`src/rtl/i2c_irq_bank_pkg.sv`:
```
package i2c_irq_bank_pkg;

  localparam int NSRC = 12;

  // source bit positions (software decodes these)
  localparam int SB_RX_UNDER  = 0;
  localparam int SB_RX_OVER   = 1;
  localparam int SB_RX_THRESH = 2;
  localparam int SB_TX_OVER   = 3;
  localparam int SB_TX_THRESH = 4;
  localparam int SB_RD_REQ    = 5;
  localparam int SB_TX_ABORT  = 6;
  localparam int SB_RX_DONE   = 7;
  localparam int SB_ACTIVITY  = 8;
  localparam int SB_STOP_SEEN = 9;
  localparam int SB_STRT_SEEN = 10;
  localparam int SB_GEN_CALL  = 11;

  localparam logic [NSRC-1:0] LEVEL_SRC = (NSRC'(1) << SB_RX_THRESH) | (NSRC'(1) << SB_TX_THRESH);
  localparam logic [NSRC-1:0] LATCH_SRC = ~LEVEL_SRC;

  // abort reasons that carry meaning; the rest are kept at zero
  localparam logic [NSRC-1:0] ABRT_KEEP = 12'hEBF;

  // register byte offsets
  localparam int OFS_VIS    = 'h2C;
  localparam int OFS_MASK   = 'h30;
  localparam int OFS_RAW    = 'h34;
  localparam int OFS_RXTHR  = 'h38;
  localparam int OFS_TXTHR  = 'h3C;
  localparam int OFS_CLRALL = 'h40;
  localparam int OFS_ABRT   = 'h80;

  // per-source clear address for a latched source, -1 for level sources
  function automatic int clr_ofs(input int src);
    case (src)
      SB_RX_UNDER:  clr_ofs = 'h44;
      SB_RX_OVER:   clr_ofs = 'h48;
      SB_TX_OVER:   clr_ofs = 'h4C;
      SB_RD_REQ:    clr_ofs = 'h50;
      SB_TX_ABORT:  clr_ofs = 'h54;
      SB_RX_DONE:   clr_ofs = 'h58;
      SB_ACTIVITY:  clr_ofs = 'h5C;
      SB_STOP_SEEN: clr_ofs = 'h60;
      SB_STRT_SEEN: clr_ofs = 'h64;
      SB_GEN_CALL:  clr_ofs = 'h68;
      default:      clr_ofs = -1;
    endcase
  endfunction

endpackage

```
`src/rtl/irq_event_latch.sv`:
```
module irq_event_latch #(
  parameter int N = 12,
  parameter logic [N-1:0] LIVE = '1
) (
  input  logic         clk,
  input  logic         rst,
  input  logic [N-1:0] set_i,
  input  logic [N-1:0] clr_i,
  output logic [N-1:0] q_o,
  output logic [N-1:0] nxt_o
);

  for (genvar i = 0; i < N; i++) begin : g_bit
    if (LIVE[i]) begin : g_live
      logic bit_q;
      // a set in the same cycle as a clear wins
      assign nxt_o[i] = set_i[i] | (bit_q & ~clr_i[i]);
      always_ff @(posedge clk) begin
        if (rst) bit_q <= 1'b0;
        else     bit_q <= nxt_o[i];
      end
      assign q_o[i] = bit_q;

      AST_SET_WINS: assert property (@(posedge clk) disable iff (rst)
        set_i[i] |=> q_o[i]);
      AST_CLR_DROPS: assert property (@(posedge clk) disable iff (rst)
        (clr_i[i] && !set_i[i]) |=> !q_o[i]);
      AST_HOLD_BIT: assert property (@(posedge clk) disable iff (rst)
        (!clr_i[i] && !set_i[i]) |=> $stable(q_o[i]));
    end else begin : g_dead
      logic unused_inputs;
      assign unused_inputs = set_i[i] ^ clr_i[i];
      assign nxt_o[i] = 1'b0;
      assign q_o[i]   = 1'b0;
    end
  end

endmodule

```
`src/rtl/irq_level_track.sv`:
```
module irq_level_track #(
  parameter int LVL_W = 5
) (
  input  logic             clk,
  input  logic             rst,
  input  logic [LVL_W-1:0] rx_level_i,
  input  logic [LVL_W-1:0] tx_level_i,
  input  logic [LVL_W-1:0] rx_thr_i,
  input  logic [LVL_W-1:0] tx_thr_i,
  output logic             rx_hi_o,
  output logic             tx_lo_o,
  output logic             rx_hi_nxt_o,
  output logic             tx_lo_nxt_o
);

  assign rx_hi_nxt_o = (rx_level_i >  rx_thr_i);
  assign tx_lo_nxt_o = (tx_level_i <= tx_thr_i);

  always_ff @(posedge clk) begin
    if (rst) begin
      rx_hi_o <= 1'b0;
      tx_lo_o <= 1'b0;
    end else begin
      rx_hi_o <= rx_hi_nxt_o;
      tx_lo_o <= tx_lo_nxt_o;
    end
  end

  AST_RX_LAG: assert property (@(posedge clk) disable iff (rst)
    ($past(!rst) && $past(rx_level_i) == rx_level_i && $past(rx_thr_i) == rx_thr_i)
      |-> (rx_hi_o == (rx_level_i > rx_thr_i)));

endmodule

```
`src/rtl/irq_abort_capture.sv`:
```
module irq_abort_capture #(
  parameter int AW = 12,
  parameter logic [AW-1:0] KEEP = '1
) (
  input  logic          clk,
  input  logic          rst,
  input  logic          cap_i,
  input  logic [AW-1:0] reason_i,
  input  logic          clr_i,
  output logic [AW-1:0] reason_o
);

  logic [AW-1:0] kept;
  assign kept = reason_i & KEEP;

  always_ff @(posedge clk) begin
    if (rst)                reason_o <= '0;
    else if (clr_i && cap_i) reason_o <= kept;
    else if (clr_i)          reason_o <= '0;
    else if (cap_i)          reason_o <= reason_o | kept;
  end

  AST_ABRT_HOLD: assert property (@(posedge clk) disable iff (rst)
    (!cap_i && !clr_i) |=> $stable(reason_o));
  AST_ABRT_CLEAR: assert property (@(posedge clk) disable iff (rst)
    (clr_i && !cap_i) |=> (reason_o == '0));
  AST_ABRT_RSVD: assert property (@(posedge clk) disable iff (rst)
    ((reason_o & ~KEEP) == '0));

endmodule

```
`src/rtl/i2c_irq_bank.sv`:
```
module i2c_irq_bank
  import i2c_irq_bank_pkg::*;
#(
  parameter int ADDR_W = 8,
  parameter int DATA_W = 32,
  parameter int LVL_W  = 5
) (
  input  logic              clk,
  input  logic              rst,
  input  logic [ADDR_W-1:0] reg_addr_i,
  input  logic              reg_wr_i,
  input  logic [DATA_W-1:0] reg_wdata_i,
  input  logic              reg_rd_i,
  output logic [DATA_W-1:0] reg_rdata_o,
  input  logic [NSRC-1:0]   evt_pulse_i,
  input  logic [NSRC-1:0]   abrt_reason_i,
  input  logic [LVL_W-1:0]  rx_level_i,
  input  logic [LVL_W-1:0]  tx_level_i,
  output logic              irq_o
);

  localparam int PAD_W = DATA_W - NSRC;
  localparam int THR_PAD = DATA_W - LVL_W;

  logic [NSRC-1:0]  mask_q, mask_nxt;
  logic [LVL_W-1:0] rx_thr_q, tx_thr_q;
  logic [NSRC-1:0]  lat_q, lat_nxt, clr_vec, clr_sel;
  logic [NSRC-1:0]  lvl_q, lvl_nxt, raw_q, raw_nxt;
  logic [NSRC-1:0]  abrt_q;
  logic             rx_hi, tx_lo, rx_hi_nxt, tx_lo_nxt;
  logic             is_clrall, abrt_clr;
  logic             unused_wdata;

  assign unused_wdata = ^reg_wdata_i[DATA_W-1:NSRC];

  function automatic logic hit(input logic [ADDR_W-1:0] a, input int ofs);
    return (ofs >= 0) && (a == ADDR_W'(ofs));
  endfunction

  // ---------------- write side ----------------
  always_comb begin
    mask_nxt = mask_q;
    if (reg_wr_i && hit(reg_addr_i, OFS_MASK)) mask_nxt = reg_wdata_i[NSRC-1:0];
  end

  always_ff @(posedge clk) begin
    if (rst) begin
      mask_q   <= '0;
      rx_thr_q <= '0;
      tx_thr_q <= '0;
    end else begin
      mask_q <= mask_nxt;
      if (reg_wr_i && hit(reg_addr_i, OFS_RXTHR)) rx_thr_q <= reg_wdata_i[LVL_W-1:0];
      if (reg_wr_i && hit(reg_addr_i, OFS_TXTHR)) tx_thr_q <= reg_wdata_i[LVL_W-1:0];
    end
  end

  // ---------------- clear decode ----------------
  assign is_clrall = reg_rd_i && hit(reg_addr_i, OFS_CLRALL);

  for (genvar s = 0; s < NSRC; s++) begin : g_clr
    assign clr_sel[s] = hit(reg_addr_i, clr_ofs(s));
  end

  assign clr_vec  = is_clrall ? LATCH_SRC : (reg_rd_i ? clr_sel : '0);
  assign abrt_clr = clr_vec[SB_TX_ABORT];

  // ---------------- state ----------------
  irq_event_latch #(.N(NSRC), .LIVE(LATCH_SRC)) u_latch (
    .clk   (clk),
    .rst   (rst),
    .set_i (evt_pulse_i & LATCH_SRC),
    .clr_i (clr_vec),
    .q_o   (lat_q),
    .nxt_o (lat_nxt)
  );

  irq_level_track #(.LVL_W(LVL_W)) u_level (
    .clk         (clk),
    .rst         (rst),
    .rx_level_i  (rx_level_i),
    .tx_level_i  (tx_level_i),
    .rx_thr_i    (rx_thr_q),
    .tx_thr_i    (tx_thr_q),
    .rx_hi_o     (rx_hi),
    .tx_lo_o     (tx_lo),
    .rx_hi_nxt_o (rx_hi_nxt),
    .tx_lo_nxt_o (tx_lo_nxt)
  );

  irq_abort_capture #(.AW(NSRC), .KEEP(ABRT_KEEP)) u_abort (
    .clk      (clk),
    .rst      (rst),
    .cap_i    (evt_pulse_i[SB_TX_ABORT]),
    .reason_i (abrt_reason_i),
    .clr_i    (abrt_clr),
    .reason_o (abrt_q)
  );

  always_comb begin
    lvl_q   = '0;
    lvl_nxt = '0;
    lvl_q[SB_RX_THRESH]   = rx_hi;
    lvl_q[SB_TX_THRESH]   = tx_lo;
    lvl_nxt[SB_RX_THRESH] = rx_hi_nxt;
    lvl_nxt[SB_TX_THRESH] = tx_lo_nxt;
  end

  assign raw_q   = lat_q | lvl_q;
  assign raw_nxt = lat_nxt | lvl_nxt;

  // interrupt line registered from the next-state status
  always_ff @(posedge clk) begin
    if (rst) irq_o <= 1'b0;
    else     irq_o <= |(raw_nxt & mask_nxt);
  end

  // ---------------- read side ----------------
  always_ff @(posedge clk) begin
    if (rst) begin
      reg_rdata_o <= '0;
    end else if (reg_rd_i) begin
      reg_rdata_o <= '0;
      if (hit(reg_addr_i, OFS_VIS))   reg_rdata_o <= {{PAD_W{1'b0}}, raw_q & mask_q};
      if (hit(reg_addr_i, OFS_MASK))  reg_rdata_o <= {{PAD_W{1'b0}}, mask_q};
      if (hit(reg_addr_i, OFS_RAW))   reg_rdata_o <= {{PAD_W{1'b0}}, raw_q};
      if (hit(reg_addr_i, OFS_RXTHR)) reg_rdata_o <= {{THR_PAD{1'b0}}, rx_thr_q};
      if (hit(reg_addr_i, OFS_TXTHR)) reg_rdata_o <= {{THR_PAD{1'b0}}, tx_thr_q};
      if (hit(reg_addr_i, OFS_ABRT))  reg_rdata_o <= {{PAD_W{1'b0}}, abrt_q};
      if (|clr_sel)                   reg_rdata_o <= {{(DATA_W-1){1'b0}}, |(clr_sel & lat_q)};
    end
  end

  AST_IRQ_MATCH: assert property (@(posedge clk) disable iff (rst)
    irq_o == |(raw_q & mask_q));
  AST_CLRALL_ZERO: assert property (@(posedge clk) disable iff (rst)
    is_clrall |=> (reg_rdata_o == '0));
  AST_CLRALL_EMPTY: assert property (@(posedge clk) disable iff (rst)
    (is_clrall && evt_pulse_i == '0) |=> (lat_q == '0 && abrt_q == '0));
  AST_MASK_HOLD: assert property (@(posedge clk) disable iff (rst)
    !(reg_wr_i && hit(reg_addr_i, OFS_MASK)) |=> $stable(mask_q));

endmodule

```
`config.mk`:
```
export PLATFORM = sky130hd
export DESIGN_NAME = i2c_irq_bank
export DESIGN_NICKNAME = d
export VERILOG_FILES = /design/src/rtl/i2c_irq_bank_pkg.sv /design/src/rtl/irq_event_latch.sv /design/src/rtl/irq_level_track.sv /design/src/rtl/irq_abort_capture.sv /design/src/rtl/i2c_irq_bank.sv
export SDC_FILE = /design/constraint.sdc
export NUM_CORES = 1
export LEC_CHECK = 0
export ABC_AREA = 1
export CORE_AREA = 8 8 96 98
export CTS_CLUSTER_SIZE = 24
export DETAILED_ROUTE_END_ITERATION = 7
export DIE_AREA = 0 0 104 106
export PLACE_DENSITY = 0.87
export SYNTH_ARGS = -nofsm -noshare
export SYNTH_HDL_FRONTEND = slang
export SYNTH_SLANG_ARGS = --single-unit
```
`constraint.sdc`:
```
create_clock -name clk -period 1.8 [get_ports clk]
set_clock_uncertainty 0.2 [all_clocks]
set_input_delay 0.36 -clock clk [delete_from_list [all_inputs] [get_ports clk]]
set_output_delay 0.36 -clock clk [all_outputs]
set_load 0.01 [all_outputs]
```
-- After elaboration in Yosys (flattened, before gate mapping)
Cells that the tools add are included.
- register bits after elaboration: 79
- bits of input ports: 78
- output and inout port bits: 33
- word-level logic and storage cells: 97
- order comparisons: 2
- eq/ne operators: 17
- mux-type cells: 13
- bitwise operators: 36
- reduce and logical (&&, ||, !) cells: 10
- operator list (kind ; count):
    $mux W12 ; 10
    $mux W32 ; 3
    $eq A8 B7 Y1 const B ; 11
    $eq A8 B6 Y1 const B ; 5
    $and A12 B12 Y12 ; 3
    $or A12 B5 Y12 ; 2
    $reduce_or A12 Y1 ; 2
    $or A12 B12 Y12 ; 1
    $and A1 B1 Y1 ; 10
    $not A1 Y1 ; 10
    $or A1 B1 Y1 ; 10
    $reduce_or A10 Y1 ; 1
    $eq A8 B8 Y1 const B ; 1
    $gt A5 B5 Y1 ; 1
    $le A5 B5 Y1 ; 1
    $logic_and A1 B1 Y1 ; 5
    $reduce_bool A3 Y1 ; 1
    $reduce_or A3 Y1 ; 1

-- Depth between registers and ports, before layout
Gate-level depths: netlist of the first run.
- word-level depth: 9
- mapped depth: 14

-- By module
From an unflattened synthesis of the first run, not the netlist that was laid out.
- cell total of the unflattened synthesis: 589
- area, all modules: 3898.7 um^2
- by module, submodules not included (module ; instances ; cells each ; area an instance (um^2) ; sequential area each (um^2)):
    i2c_irq_bank ; 1 ; 414 ; 2628.8 ; 700.7
    irq_event_latch ; 1 ; 76 ; 558.0 ; 200.2
    irq_abort_capture ; 1 ; 46 ; 364.1 ; 200.2
    irq_level_track ; 1 ; 53 ; 347.8 ; 40.0

-- Least setup slack after synthesis of the first run
OpenSTA, ideal clock, no wires.
- path kind: in2reg
- from: input port reg_addr_i[6]
- to: register irq_o
- library setup time: 109 ps
- arrival time: 1365 ps
- setup slack: 126 ps
- stages: 13
- cell sequence: inv_1 -> nand2_1 -> nor2_4 -> nand3_4 -> buf_6 -> nand2_1 -> nand2_1 -> nand2_1 -> nand2_1 -> nor2_1 -> nand3_1 -> nand2_1 -> inv_1
- longest elaborated chain between the ends: 9
- elaborated cells on any way between the ends: 50
- RTL lines (element ; line ; RTL):
    from (decl) ; i2c_irq_bank.sv:10 ; input logic [ADDR_W-1:0] reg_addr_i,
    $eq A8 B7 Y1 ; i2c_irq_bank.sv:37 ; return (ofs >= 0) && (a == ADDR_W'(ofs));
    $mux W12 or $logic_and A1 B1 Y1 (tied branches) ; i2c_irq_bank.sv:65, i2c_irq_bank.sv:59 ;
    $mux W12 ; i2c_irq_bank.sv:65 ; assign clr_vec = is_clrall ? LATCH_SRC : (reg_rd_i ? clr_sel : '0);
    $not A1 Y1 ; irq_event_latch.sv:17 ; assign nxt_o[i] = set_i[i] | (bit_q & ~clr_i[i]);
    $and A1 B1 Y1 ; irq_event_latch.sv:17 ;
    $or A1 B1 Y1 ; irq_event_latch.sv:17 ;
    $or A12 B5 Y12 ; i2c_irq_bank.sv:110 ; assign raw_nxt = lat_nxt | lvl_nxt;
    $and A12 B12 Y12 (*) ; i2c_irq_bank.sv:115 ; else irq_o <= |(raw_nxt & mask_nxt);
    $reduce_or A12 Y1 (*) ; i2c_irq_bank.sv:115 ;
    to (signal assigned) ; i2c_irq_bank.sv:115 ;
    to (decl) ; i2c_irq_bank.sv:19 ; output logic irq_o
Every way passes the cells marked *; elsewhere a longest branch is shown, timed or not.
A chain may end at the register's enable or synchronous reset.

-- Worst setup path after layout of the first run
- from: register rx_thr_q[4]
- to: register irq_o
- longest elaborated chain between the ends: 4
- RTL lines (element ; line ; RTL):
    from (decl) ; i2c_irq_bank.sv:26 ; logic [LVL_W-1:0] rx_thr_q, tx_thr_q;
    from (signal assigned) ; i2c_irq_bank.sv:53 ; if (reg_wr_i && hit(reg_addr_i, OFS_RXTHR)) rx_thr_q <= reg_wdata_i[LVL_W-1:0];
    $gt A5 B5 Y1 ; irq_level_track.sv:16 ; assign rx_hi_nxt_o = (rx_level_i > rx_thr_i);
    $or A12 B5 Y12 ; i2c_irq_bank.sv:110 ;
    $and A12 B12 Y12 ; i2c_irq_bank.sv:115 ;
    $reduce_or A12 Y1 ; i2c_irq_bank.sv:115 ;
No other way between the ends.

==> flow_summary.json, run 1 <==
{
  "grt_pass1_wl_um": 17600,
  "fin_ws_ns": -0.0328,
  "slowest_delay_ns": 0.33,
  "grt.met2_usage_pct": 33.0,
  "cpLargestDelayFamily": "simple AND/OR/NAND/NOR gates",
  "cts_root_buffer": "clkbuf_8",
  "drc": 0,
  "period_needed_ns": 1.83,
  "syn_area_um2": 3360,
  "failed_checks": "setup timing",
  "wl_per_cell_um": 15.5,
  "num_rows": 33,
  "drv_slew": 0,
  "dp_hpwl_um": 8250,
  "fmax_mhz": 546,
  "routed_wl_um": 11700,
  "hp-class": "reg -> reg",
  "syn_inst": 513,
  "async_flop_share_pct": 0,
  "rsz0062_at_grt": "yes",
  "gp_congestion": 0.907,
  "antenna_found_initial": 0,
  "first_global_vias": 3778,
  "area_growth_pct": 51.6,
  "setup_violations": 1,
  "critical_path_class": "reg -> reg",
  "drive_gt1_share_pct": 28.9,
  "crit_fanout": 2,
  "numPortBuffers": 66,
  "die_h_um": 106,
  "worstPathRequired_ns": 1.84,
  "synth-warning-count": 0,
  "end_kind": "flop",
  "met3_usage_pct": 4.30,
  "vdd_drop_max_v": 0.000476,
  "nets": 731,
  "clk_pin_slew_ns": 0.07,
  "clockBufferDepth": 2,
  "cp_slowest_cell": "dfxtp_2",
  "drtAntennaViolNets": 0,
  "synth-seq-area-share_pct": 34.0,
  "status": "finished, violations left",
  "cts_sinks": 57,
  "avgSynthCellArea_um2": 6.55,
  "die_area_um2": 11000,
  "cp.arrival_ns": 1.87,
  "cts_tree": "yes",
  "grt_max_degree": 39,
  "design.core.area_um2": 7850,
  "fin_crit_sh_pct": 102,
  "num_io_pins": 111,
  "dr.pass1.iters": 5,
  "drt-initial-drc-count": 315,
  "num_vias": 3917,
  "die_width_um": 104,
  "synth_edf_count": 0,
  "yosys.area.top_type": "dfxtp_1",
  "ys_ff_latch": 57,
  "synth_top_area_share_pct": 34.0,
  "grt_overflow": 0,
  "cap_violations": 0,
  "grt_busiest_layer": "met2",
  "h-tree-depth": 3,
  "synth_area_leaders": "dfxtp_1 (34%), nand2_1 (17%), nand3_1 (8.3%), a21oi_1 (7.9%), inv_1 (6.5%)",
  "path_cells": "inv_2 -> ha_4 -> a21oi_1 -> nand2_1 -> nor2_2 -> nor2_1 -> nand2_1 -> nand2_1 -> nor2_2 -> nand3_1 -> nand2_1 -> inv_1",
  "cp_common_cell": "nand2_1",
  "initial_core_util_pct": 42.8,
  "synth_cell_types": 31,
  "timing.hold.ws_ns": 0.266,
  "hold_viol": 0,
  "timing.critical_path.buf_inv": 2,
  "synth_top_flop_cell": "dfxtp_1",
  "power.leakage_nw": 2.58,
  "cp-start-kind": "flop",
  "diodes": 0,
  "via_per_inst": 5.20,
  "grtUsageTotal_pct": 19.3,
  "fin_util_pct": 64.9,
  "clock_latency_ns": 0.34,
  "grt_util_met1_pct": 22.8,
  "cts_buffers": 9,
  "powerDensity_nw_per_um2": 580
}
-- placed cells by master (no fill, tap or decap), types with 16 or more instances in the layout --
master / synthesis / layout
nand2_1: 152 / 134
buf_4: 20 / 57
a21oi_1: 53 / 53
dfxtp_1: 57 / 52
inv_1: 58 / 44
nand3_1: 56 / 41
clkdlybuf4s50_1: 0 / 37
nor2_1: 29 / 21
conb_1: 1 / 20
inv_2: 6 / 18
nand2_2: 1 / 16
dlymetal6s2s_1: 0 / 16
-- final timing paths --
check,from,end,slack (ns),cells past startpoint
min,reg_rdata_o[10]$_SDFFE_PP0P_,reg_rdata_o[10]$_SDFFE_PP0P_,0.27,2
max,rx_thr_q[4]$_SDFFE_PP0P_,irq_o$_SDFF_PP0_,-0.03,12
min reg2reg,reg_rdata_o[10]$_SDFFE_PP0P_,reg_rdata_o[10]$_SDFFE_PP0P_,0.27,2
max reg2reg,rx_thr_q[4]$_SDFFE_PP0P_,irq_o$_SDFF_PP0_,-0.03,12
-- per-stage QoR --
stage	instances	TNS, ns	area (um^2)	power (mW)	worst slack [ns]
floorplan	532	0	3430	1.56	0.126
finish	753	-0.0328	5090	2.95	-0.0328
global placement	722	-18.88	4420	1.74	-0.713
global route	753	-0.164	5090	3.06	-0.164
detailed placement	722	-20.89	4420	1.75	-0.720
CTS	748	-0.0171	4770	2.90	-0.0171
-- cells by family (layout without fill, tap and decap cells) --
| logic type | after synthesis | count (layout) | share of synthesized area, % |
|---|---|---|---|
| adders and majority gates | 10 | 10 | 3.73 |
| other | 1 | 20 | 0.112 |
| DFF | 57 | 57 | 34.0 |
| AOI/OAI and AO/OA | 86 | 86 | 13.7 |
| buffers and inverters | 98 | 213 | 13.8 |
| and+or+nand+nor | 261 | 262 | 34.6 |
-- worst reg2reg max path, stage by stage (launching register included) --
cell and delay (ns):
dfxtp_2 0.33, inv_2 0.05, ha_4 0.24, a21oi_1 0.20
nand2_1 0.10, nor2_2 0.14, nor2_1 0.06, nand2_1 0.06
nand2_1 0.06, nor2_2 0.10, nand3_1 0.08, nand2_1 0.07
inv_1 0.04
-- power breakdown --
part	switching [mW]	leakage, nW	total, mW	internal (mW)
Clock	0.531	0.0998	1.16	0.632
Sequential	0.0346	0.468	1.33	1.30
Combinational	0.238	2.01	0.459	0.221
Total	0.804	2.58	2.95	2.15
-- sequential cells by signal, indices dropped and copies added (netlist names) --
register / cells
irq_o: 1
mask_q: 12
u_latch.g_bit.g_live.bit_q: 10
reg_rdata_o: 12
u_abort.reason_o: 10
u_level.rx_hi_o: 1
rx_thr_q: 5
u_level.tx_lo_o: 1
tx_thr_q: 5
-- Yosys cell counts (6+ instances only) --
master and number:
inv_1 58, o21ai_0 16, nand2_1 152, nand3_1 56
clkbuf_1 9, ha_1 10, dfxtp_1 57, buf_4 20
o21ai_1 6, a21oi_1 53, inv_2 6, nor2_1 29
nor2_2 6
-- metal layers --
layer,vias up,share of wire [%]
li1,1881,-
met1,1799,40
met2,198,49
met3,39,7.1
met4,0,3.6
met5,-,0
-- repair_timing --
item | CTS | global route
buffers inserted | 9 | 4
gates resized for setup | 48 | 97
endpoints found under the setup margin | 31 | 33
pin swaps | 25 | 39
cloned | 1 | 1
hold buffers | 0 | 0
-- area by class of cell --
class,count,area [um^2]
clock inverters,6,58.8
flip-flops and latches,57,1150
well taps,105,131
multi-input cells,378,2160
clock buffers,10,128
repair buffers,132,1220
fillers,683,2750
inverters,65,251
Power figures use the tool's default switching activity.
==> inputs of run 2 (changes only) <==
--- a/config.mk
+++ b/config.mk
@@ -6,11 +6,12 @@
 export NUM_CORES = 1
 export LEC_CHECK = 0
 export ABC_AREA = 1
-export CORE_AREA = 8 8 96 98
+export CORE_AREA = 8 8 103 105
 export CTS_CLUSTER_SIZE = 24
 export DETAILED_ROUTE_END_ITERATION = 7
-export DIE_AREA = 0 0 104 106
-export PLACE_DENSITY = 0.87
+export DIE_AREA = 0 0 111 113
+export PLACE_DENSITY = 0.84
 export SYNTH_ARGS = -nofsm -noshare
 export SYNTH_HDL_FRONTEND = slang
+export SYNTH_HIERARCHICAL = 1
 export SYNTH_SLANG_ARGS = --single-unit
==> run 2 against run 1 <==
The flow still finishes with violations (setup timing). Setup slack got worse by 0.067 ns. Routed wire length up 4.1%. Via count increased by 3.8%. Clock power rose by 19%. Final cell count up 11%. Clock-buffer cell count is 1 lower. Critical path depth rose by 2. Sequential share of layout area fell by 1.8 points. Non-clock buffer count grew 14. Die area up 14%. Combinational power up 14%. Critical path type unchanged. Largest cell class unchanged.
==> flow_summary.json, run 2 <==
{
  "status": "finished, violations left",
  "failed_checks": "setup timing",
  "clockBufferDepth": 2,
  "synth_cell_types": 39,
  "cp-start-kind": "flop",
  "first_global_vias": 4214,
  "yosys.area.top_type": "dfxtp_1",
  "grt_max_degree": 20,
  "synth_edf_count": 0,
  "setup_violations": 1,
  "area_growth_pct": 42.4,
  "critical_path_class": "reg -> reg",
  "num_io_pins": 111,
  "cts_sinks": 57,
  "cp.arrival_ns": 1.94,
  "die_width_um": 111,
  "hold_viol": 0,
  "fin_crit_sh_pct": 106,
  "end_kind": "flop",
  "yosysMostFrequentCell": "nand2_1",
  "synth_top_area_share_pct": 29.3,
  "ctsHoldBuffers": 0,
  "num_rows": 35,
  "antenna_found_initial": 0,
  "drv_slew": 0,
  "clk_pin_slew_ns": 0.08,
  "gp_congestion": 0.941,
  "total_power_mw": 3.23,
  "rsz0062_at_grt": "yes",
  "power.leakage_nw": 2.68,
  "drive_gt1_share_pct": 30.4,
  "dr.pass1.iters": 5,
  "dp_hpwl_um": 9160,
  "fin_ws_ns": -0.100,
  "top_regs": "mask_q x12, reg_rdata_o x12",
  "cts_root_buffer": "clkbuf_8",
  "syn_inst": 589,
  "synth_common_cells": "nand2_1 (173), inv_1 (78), dfxtp_1 (57)",
  "via_per_inst": 4.87,
  "drc": 0,
  "num_vias": 4064,
  "grt_overflow": 0,
  "cts_tree": "yes",
  "mostFrequentLayoutCell": "nand2_1",
  "timing.hold.ws_ns": 0.231,
  "die_area_um2": 12500,
  "period_needed_ns": 1.90,
  "powerDensity_nw_per_um2": 582,
  "avgSynthCellArea_um2": 6.62,
  "worstPathRequired_ns": 1.84,
  "placement.setup.worst_slack_ns": -0.743,
  "async_flop_share_pct": 0,
  "clock_latency_ns": 0.35,
  "wl_per_cell_um": 14.6,
  "diodes": 0,
  "syn_area_um2": 3900,
  "synth_top_flop_cell": "dfxtp_1",
  "fin_cells": 834,
  "synth_area_leaders": "dfxtp_1 (29%), nand2_1 (17%), buf_4 (7.5%), inv_1 (7.5%), nor2_1 (5.1%)",
  "die_h_um": 113,
  "cap_violations": 0,
  "numPortBuffers": 66,
  "fmax_mhz": 526,
  "cts_buffers": 9,
  "most-common-layout-cells": "nand2_1 (161), buf_4 (69), inv_1 (67), dfxtp_1 (49), nor2_1 (44)",
  "nets": 806,
  "design.core.area_um2": 8980,
  "synth-warning-count": 6,
  "fin_setup_tns_ns": -0.100,
  "crit_fanout": 2,
  "h-tree-depth": 3,
  "initial_core_util_pct": 43.4,
  "drt-initial-drc-count": 176,
  "hp-class": "in -> reg",
  "drtAntennaViolNets": 0,
  "placedCellCount": 807,
  "routed_wl_um": 12200,
  "vdd_drop_max_v": 0.000423,
  "grtUsageTotal_pct": 19.1,
  "ys_ff_latch": 57,
  "synth-seq-area-share_pct": 29.3,
  "grt_pass1_wl_um": 19600
}
run 2: cell count changes in the layout (fill, tap and decap cells not counted), moves of 11 or more:
cell,before,now
nor2_1,21,44
a21oi_2,1,12
a21oi_1,53,32
dlymetal6s2s_1,16,3
inv_1,44,67
buf_4,57,69
nand2_1,134,161
dlygate4sd2_1,5,19
run 2: logic make-up after synthesis:
| kind of cell | after synthesis | share of synthesized area (%) |
|---|---|---|
| and+or+nand+nor | 308 | 37.2 |
| adders and majority gates | 10 | 3.21 |
| DFF | 57 | 29.3 |
| buffers and inverters | 140 | 19.2 |
| other | 3 | 0.289 |
| AOI/OAI and AO/OA | 71 | 10.8 |
run 2: path summary, 6_finish.rpt:
kind	start	endpoint	cells after the start	slack [ns]
min	reg_addr_i[5]	u_latch/g_bit[5].g_live.bit_q$_SDFF_PP0_	5	0.23
max	rx_thr_q[2]$_SDFFE_PP0P_	irq_o$_SDFF_PP0_	14	-0.10
min reg2reg	reg_rdata_o[4]$_SDFFE_PP0P_	reg_rdata_o[4]$_SDFFE_PP0P_	2	0.26
max reg2reg	rx_thr_q[2]$_SDFFE_PP0P_	irq_o$_SDFF_PP0_	14	-0.10
run 2: cell type report:
class,count,area [um^2]
Timing Repair Buffer,146,1310
Clock inverter,7,103
Sequential cell,57,1150
Multi-Input combinational cell,417,2390
Inverter,87,342
Tap cell,111,139
Clock buffer,9,124
Fill cell,792,3430
run 2: worst max-delay path, stage by stage, from the launching register on:
cell and delay [ns]:
dfxtp_2 0.33, inv_2 0.04, ha_4 0.27, nand2_4 0.05, nor2_4 0.12, nand2_2 0.07
nand2_2 0.06, inv_1 0.04, or2_4 0.23, nand3_2 0.08, nand2_2 0.07, nor2_2 0.08
nand2_1 0.05, nor2_1 0.08, nor2_1 0.04
run 2: through the flow:
step | util [%] | cell area, um^2
2_1_floorplan | - | 4070
3_3_place_gp | 56.1 | 5040
3_5_place_dp | 56.1 | 5040
4_1_cts | 60.6 | 5440
5_1_grt | 61.8 | 5550
6_report | 61.8 | 5550
run 2: layer usage:
metal  GRT usage [%]  wire, um
met1            20.1      4710
met2            34.3      6140
met3            5.13       758
met4            9.82       568
met5               0         0
run 2: timing repair:
action | 4_1_cts | 5_1_grt
gates cloned | 2 | 2
buffers inserted | 2 | 5
pin swaps | 23 | 15
gates resized for setup | 69 | 42
endpoints found under the setup margin | 52 | 30
run 2: report_power, final:
group	internal [mW]	switching, mW
clock network	0.792	0.589
logic	0.252	0.271
registers	1.30	0.0292
total	2.34	0.889
==> inputs of run 3 (changes only) <==
--- a/config.mk
+++ b/config.mk
@@ -6,11 +6,11 @@
 export NUM_CORES = 1
 export LEC_CHECK = 0
 export ABC_AREA = 1
-export CORE_AREA = 8 8 103 105
+export CORE_AREA = 8 8 99 101
 export CTS_CLUSTER_SIZE = 24
 export DETAILED_ROUTE_END_ITERATION = 7
-export DIE_AREA = 0 0 111 113
-export PLACE_DENSITY = 0.84
+export DIE_AREA = 0 0 107 109
+export PLACE_DENSITY = 0.9
 export SYNTH_ARGS = -nofsm -noshare
 export SYNTH_HDL_FRONTEND = slang
 export SYNTH_HIERARCHICAL = 1
==> run 3 against run 2 <==
The flow still finishes with violations (setup timing). Sequential cell count unchanged. Critical path type unchanged. Routed wire length down 0.13%. Non-clock buffer count up 3. Clock-buffer cell count up 4. Register-to-register slack worse by 0.04 ns. Combinational power up 3%. Clock power down 22%. Highest routed layer unchanged.
==> flow_summary.json, run 3 (synthesis gave the netlist of run 2 again) <==
{
  "status": "finished, violations left",
  "failed_checks": "setup timing",
  "nets": 809,
  "first_global_vias": 4234,
  "clock_latency_ns": 0.34,
  "hold_depth": 2,
  "dr_wl_met2_um": 6210,
  "diodes": 0,
  "design.core.area_um2": 8380,
  "num_rows": 34,
  "drc": 0,
  "h-tree-depth": 3,
  "routed_wl_um": 12200,
  "top_layer": "met4",
  "grt_pass1_wl_um": 19100,
  "drv_slew": 0,
  "dp_hpwl_um": 8950,
  "grtUsageTotal_pct": 20.6,
  "gp_congestion": 0.986,
  "cp_slowest_cell": "dfxtp_2",
  "path_cells": "inv_2 -> ha_4 -> nand2_4 -> nor2_4 -> nand2_2 -> nand3_2 -> nand2_2 -> buf_4 -> buf_4 -> buf_4 -> buf_4 -> buf_4 -> nor2_2",
  "reg2reg_to": "u_level/rx_hi_o$_SDFF_PP0_",
  "crit_fanout": 2,
  "drtAntennaViolNets": 0,
  "slowest_delay_ns": 0.33,
  "powerDensity_nw_per_um2": 534,
  "drt-met1-wl_um": 4600,
  "antenna_found_initial": 0,
  "clockBufferDepth": 2,
  "grt_max_degree": 34,
  "total_power_mw": 2.93,
  "critical_path_class": "reg -> reg",
  "hp-start": "rst",
  "wl_met3_um": 849,
  "fin_ws_ns": -0.143,
  "wl_per_cell_um": 14.6,
  "dr.pass1.iters": 5,
  "cts_sinks": 57,
  "hp-class": "in -> reg",
  "min_to": "u_level/rx_hi_o$_SDFF_PP0_",
  "timing.hold.ws_ns": 0.195,
  "cp-start-kind": "flop",
  "fmax_mhz": 515,
  "cp_common_cell": "buf_4",
  "vdd_drop_max_v": 0.000292,
  "num_vias": 4173,
  "r2r-start": "rx_thr_q[2]$_SDFFE_PP0P_",
  "cap_violations": 0,
  "clk_pin_slew_ns": 0.06,
  "die_h_um": 109,
  "die_area_um2": 11700,
  "rsz0062_at_grt": "yes",
  "cts_buffers": 9,
  "cts_tree": "yes",
  "numPortBuffers": 66,
  "cts_root_buffer": "clkbuf_8",
  "end_kind": "flop",
  "power.leakage_nw": 2.71,
  "drt-initial-drc-count": 263,
  "hold_viol": 0,
  "initial_core_util_pct": 46.5,
  "period_needed_ns": 1.94,
  "drive_gt1_share_pct": 29.0,
  "top_regs": "mask_q x12, reg_rdata_o x12",
  "setup_violations": 2,
  "reg2regPathDepth": 13,
  "rrSetupSlack_ns": -0.14,
  "fillers": 696,
  "num_io_pins": 111,
  "fin_crit_sh_pct": 108,
  "most-common-layout-cells": "nand2_1 (165), buf_4 (73), inv_1 (70), dfxtp_1 (49), nor2_1 (47)",
  "area_growth_pct": 41.0,
  "die_width_um": 107,
  "via_per_inst": 5.02,
  "worstPathRequired_ns": 1.88,
  "grt_overflow": 0,
  "mostFrequentLayoutCell": "nand2_1",
  "cp.arrival_ns": 2.03
}
## run 3: cell types whose count changed in the layout (fill, tap and decap cells not counted), moves of 4 or more
cell / delta
dlygate4sd2_1: -6
dlymetal6s2s_1: +5
buf_4: +4
nand2_1: +4
## run 3: how the worst max path moves through the flow
stage                             start                         end  slack (ns)  cells past startpoint
6_report       rx_thr_q[2]$_SDFFE_PP0P_  u_level/rx_hi_o$_SDFF_PP0_       -0.14                     13
3_5_place_dp              reg_addr_i[1]            irq_o$_SDFF_PP0_       -0.78                     15
4_1_cts        rx_thr_q[4]$_SDFFE_PP0P_            irq_o$_SDFF_PP0_       -0.13                     14
3_3_place_gp              reg_addr_i[1]            irq_o$_SDFF_PP0_       -0.76                     15
2_1_floorplan                  reg_rd_i            irq_o$_SDFF_PP0_       -0.02                     13
5_1_grt        tx_thr_q[1]$_SDFFE_PP0P_            irq_o$_SDFF_PP0_       -0.22                     14
## run 3: critical path, delay by kind of cell, from the launching register on
| family | cells | cell delay (ns) |
|---|---|---|
| buffers and inverters | 6 | 0.64 |
| AND/OR/NAND/NOR | 6 | 0.43 |
| flip-flops | 1 | 0.33 |
| adder cells (fa/ha/maj) | 1 | 0.27 |
## run 3: routing by layer
metal  track usage (%)  vias to the layer above
li1                  -                     2034
met1              21.1                     1897
met2              37.7                      194
met3              5.50                       48
met4              11.3                        0
met5                 0                        -
## run 3: where the power goes
part / internal [mW] / switching (mW)
Combinational: 0.263 / 0.276
Sequential: 1.30 / 0.0291
Clock: 0.590 / 0.476
Total: 2.15 / 0.781
## run 3: final cells by class
cell class | instances | area [um^2] | share of cell area, %
clock buffers | 13 | 169 | 3.07
inverters | 87 | 337 | 6.12
multi-input cells | 417 | 2350 | 42.8
flip-flops and latches | 57 | 1150 | 20.9
well taps | 108 | 135 | 2.46
repair buffers | 149 | 1350 | 24.6
## run 3: what timing repair did
action / CTS / global route
hold buffers: 0 / 0
hold endpoints to repair: 0 / 0
gates resized for setup: 68 / 30
setup buffers: 12 / 1
endpoints found under the setup margin: 47 / 27
gates cloned: 2 / 0
pin swaps: 36 / 14
## run 3: metrics by stage
stage / setup slack, ns / area [um^2] / utilization [%] / instances / TNS, ns
floorplan: -0.0193 / 4070 / - / 612 / -0.0193
global placement: -0.757 / 5040 / 60.2 / 803 / -22.53
detailed placement: -0.785 / 5040 / 60.2 / 803 / -24.77
CTS: -0.129 / 5430 / 64.8 / 830 / -0.237
global route: -0.218 / 5500 / 65.6 / 831 / -0.456
finish: -0.143 / 5500 / 65.6 / 831 / -0.265
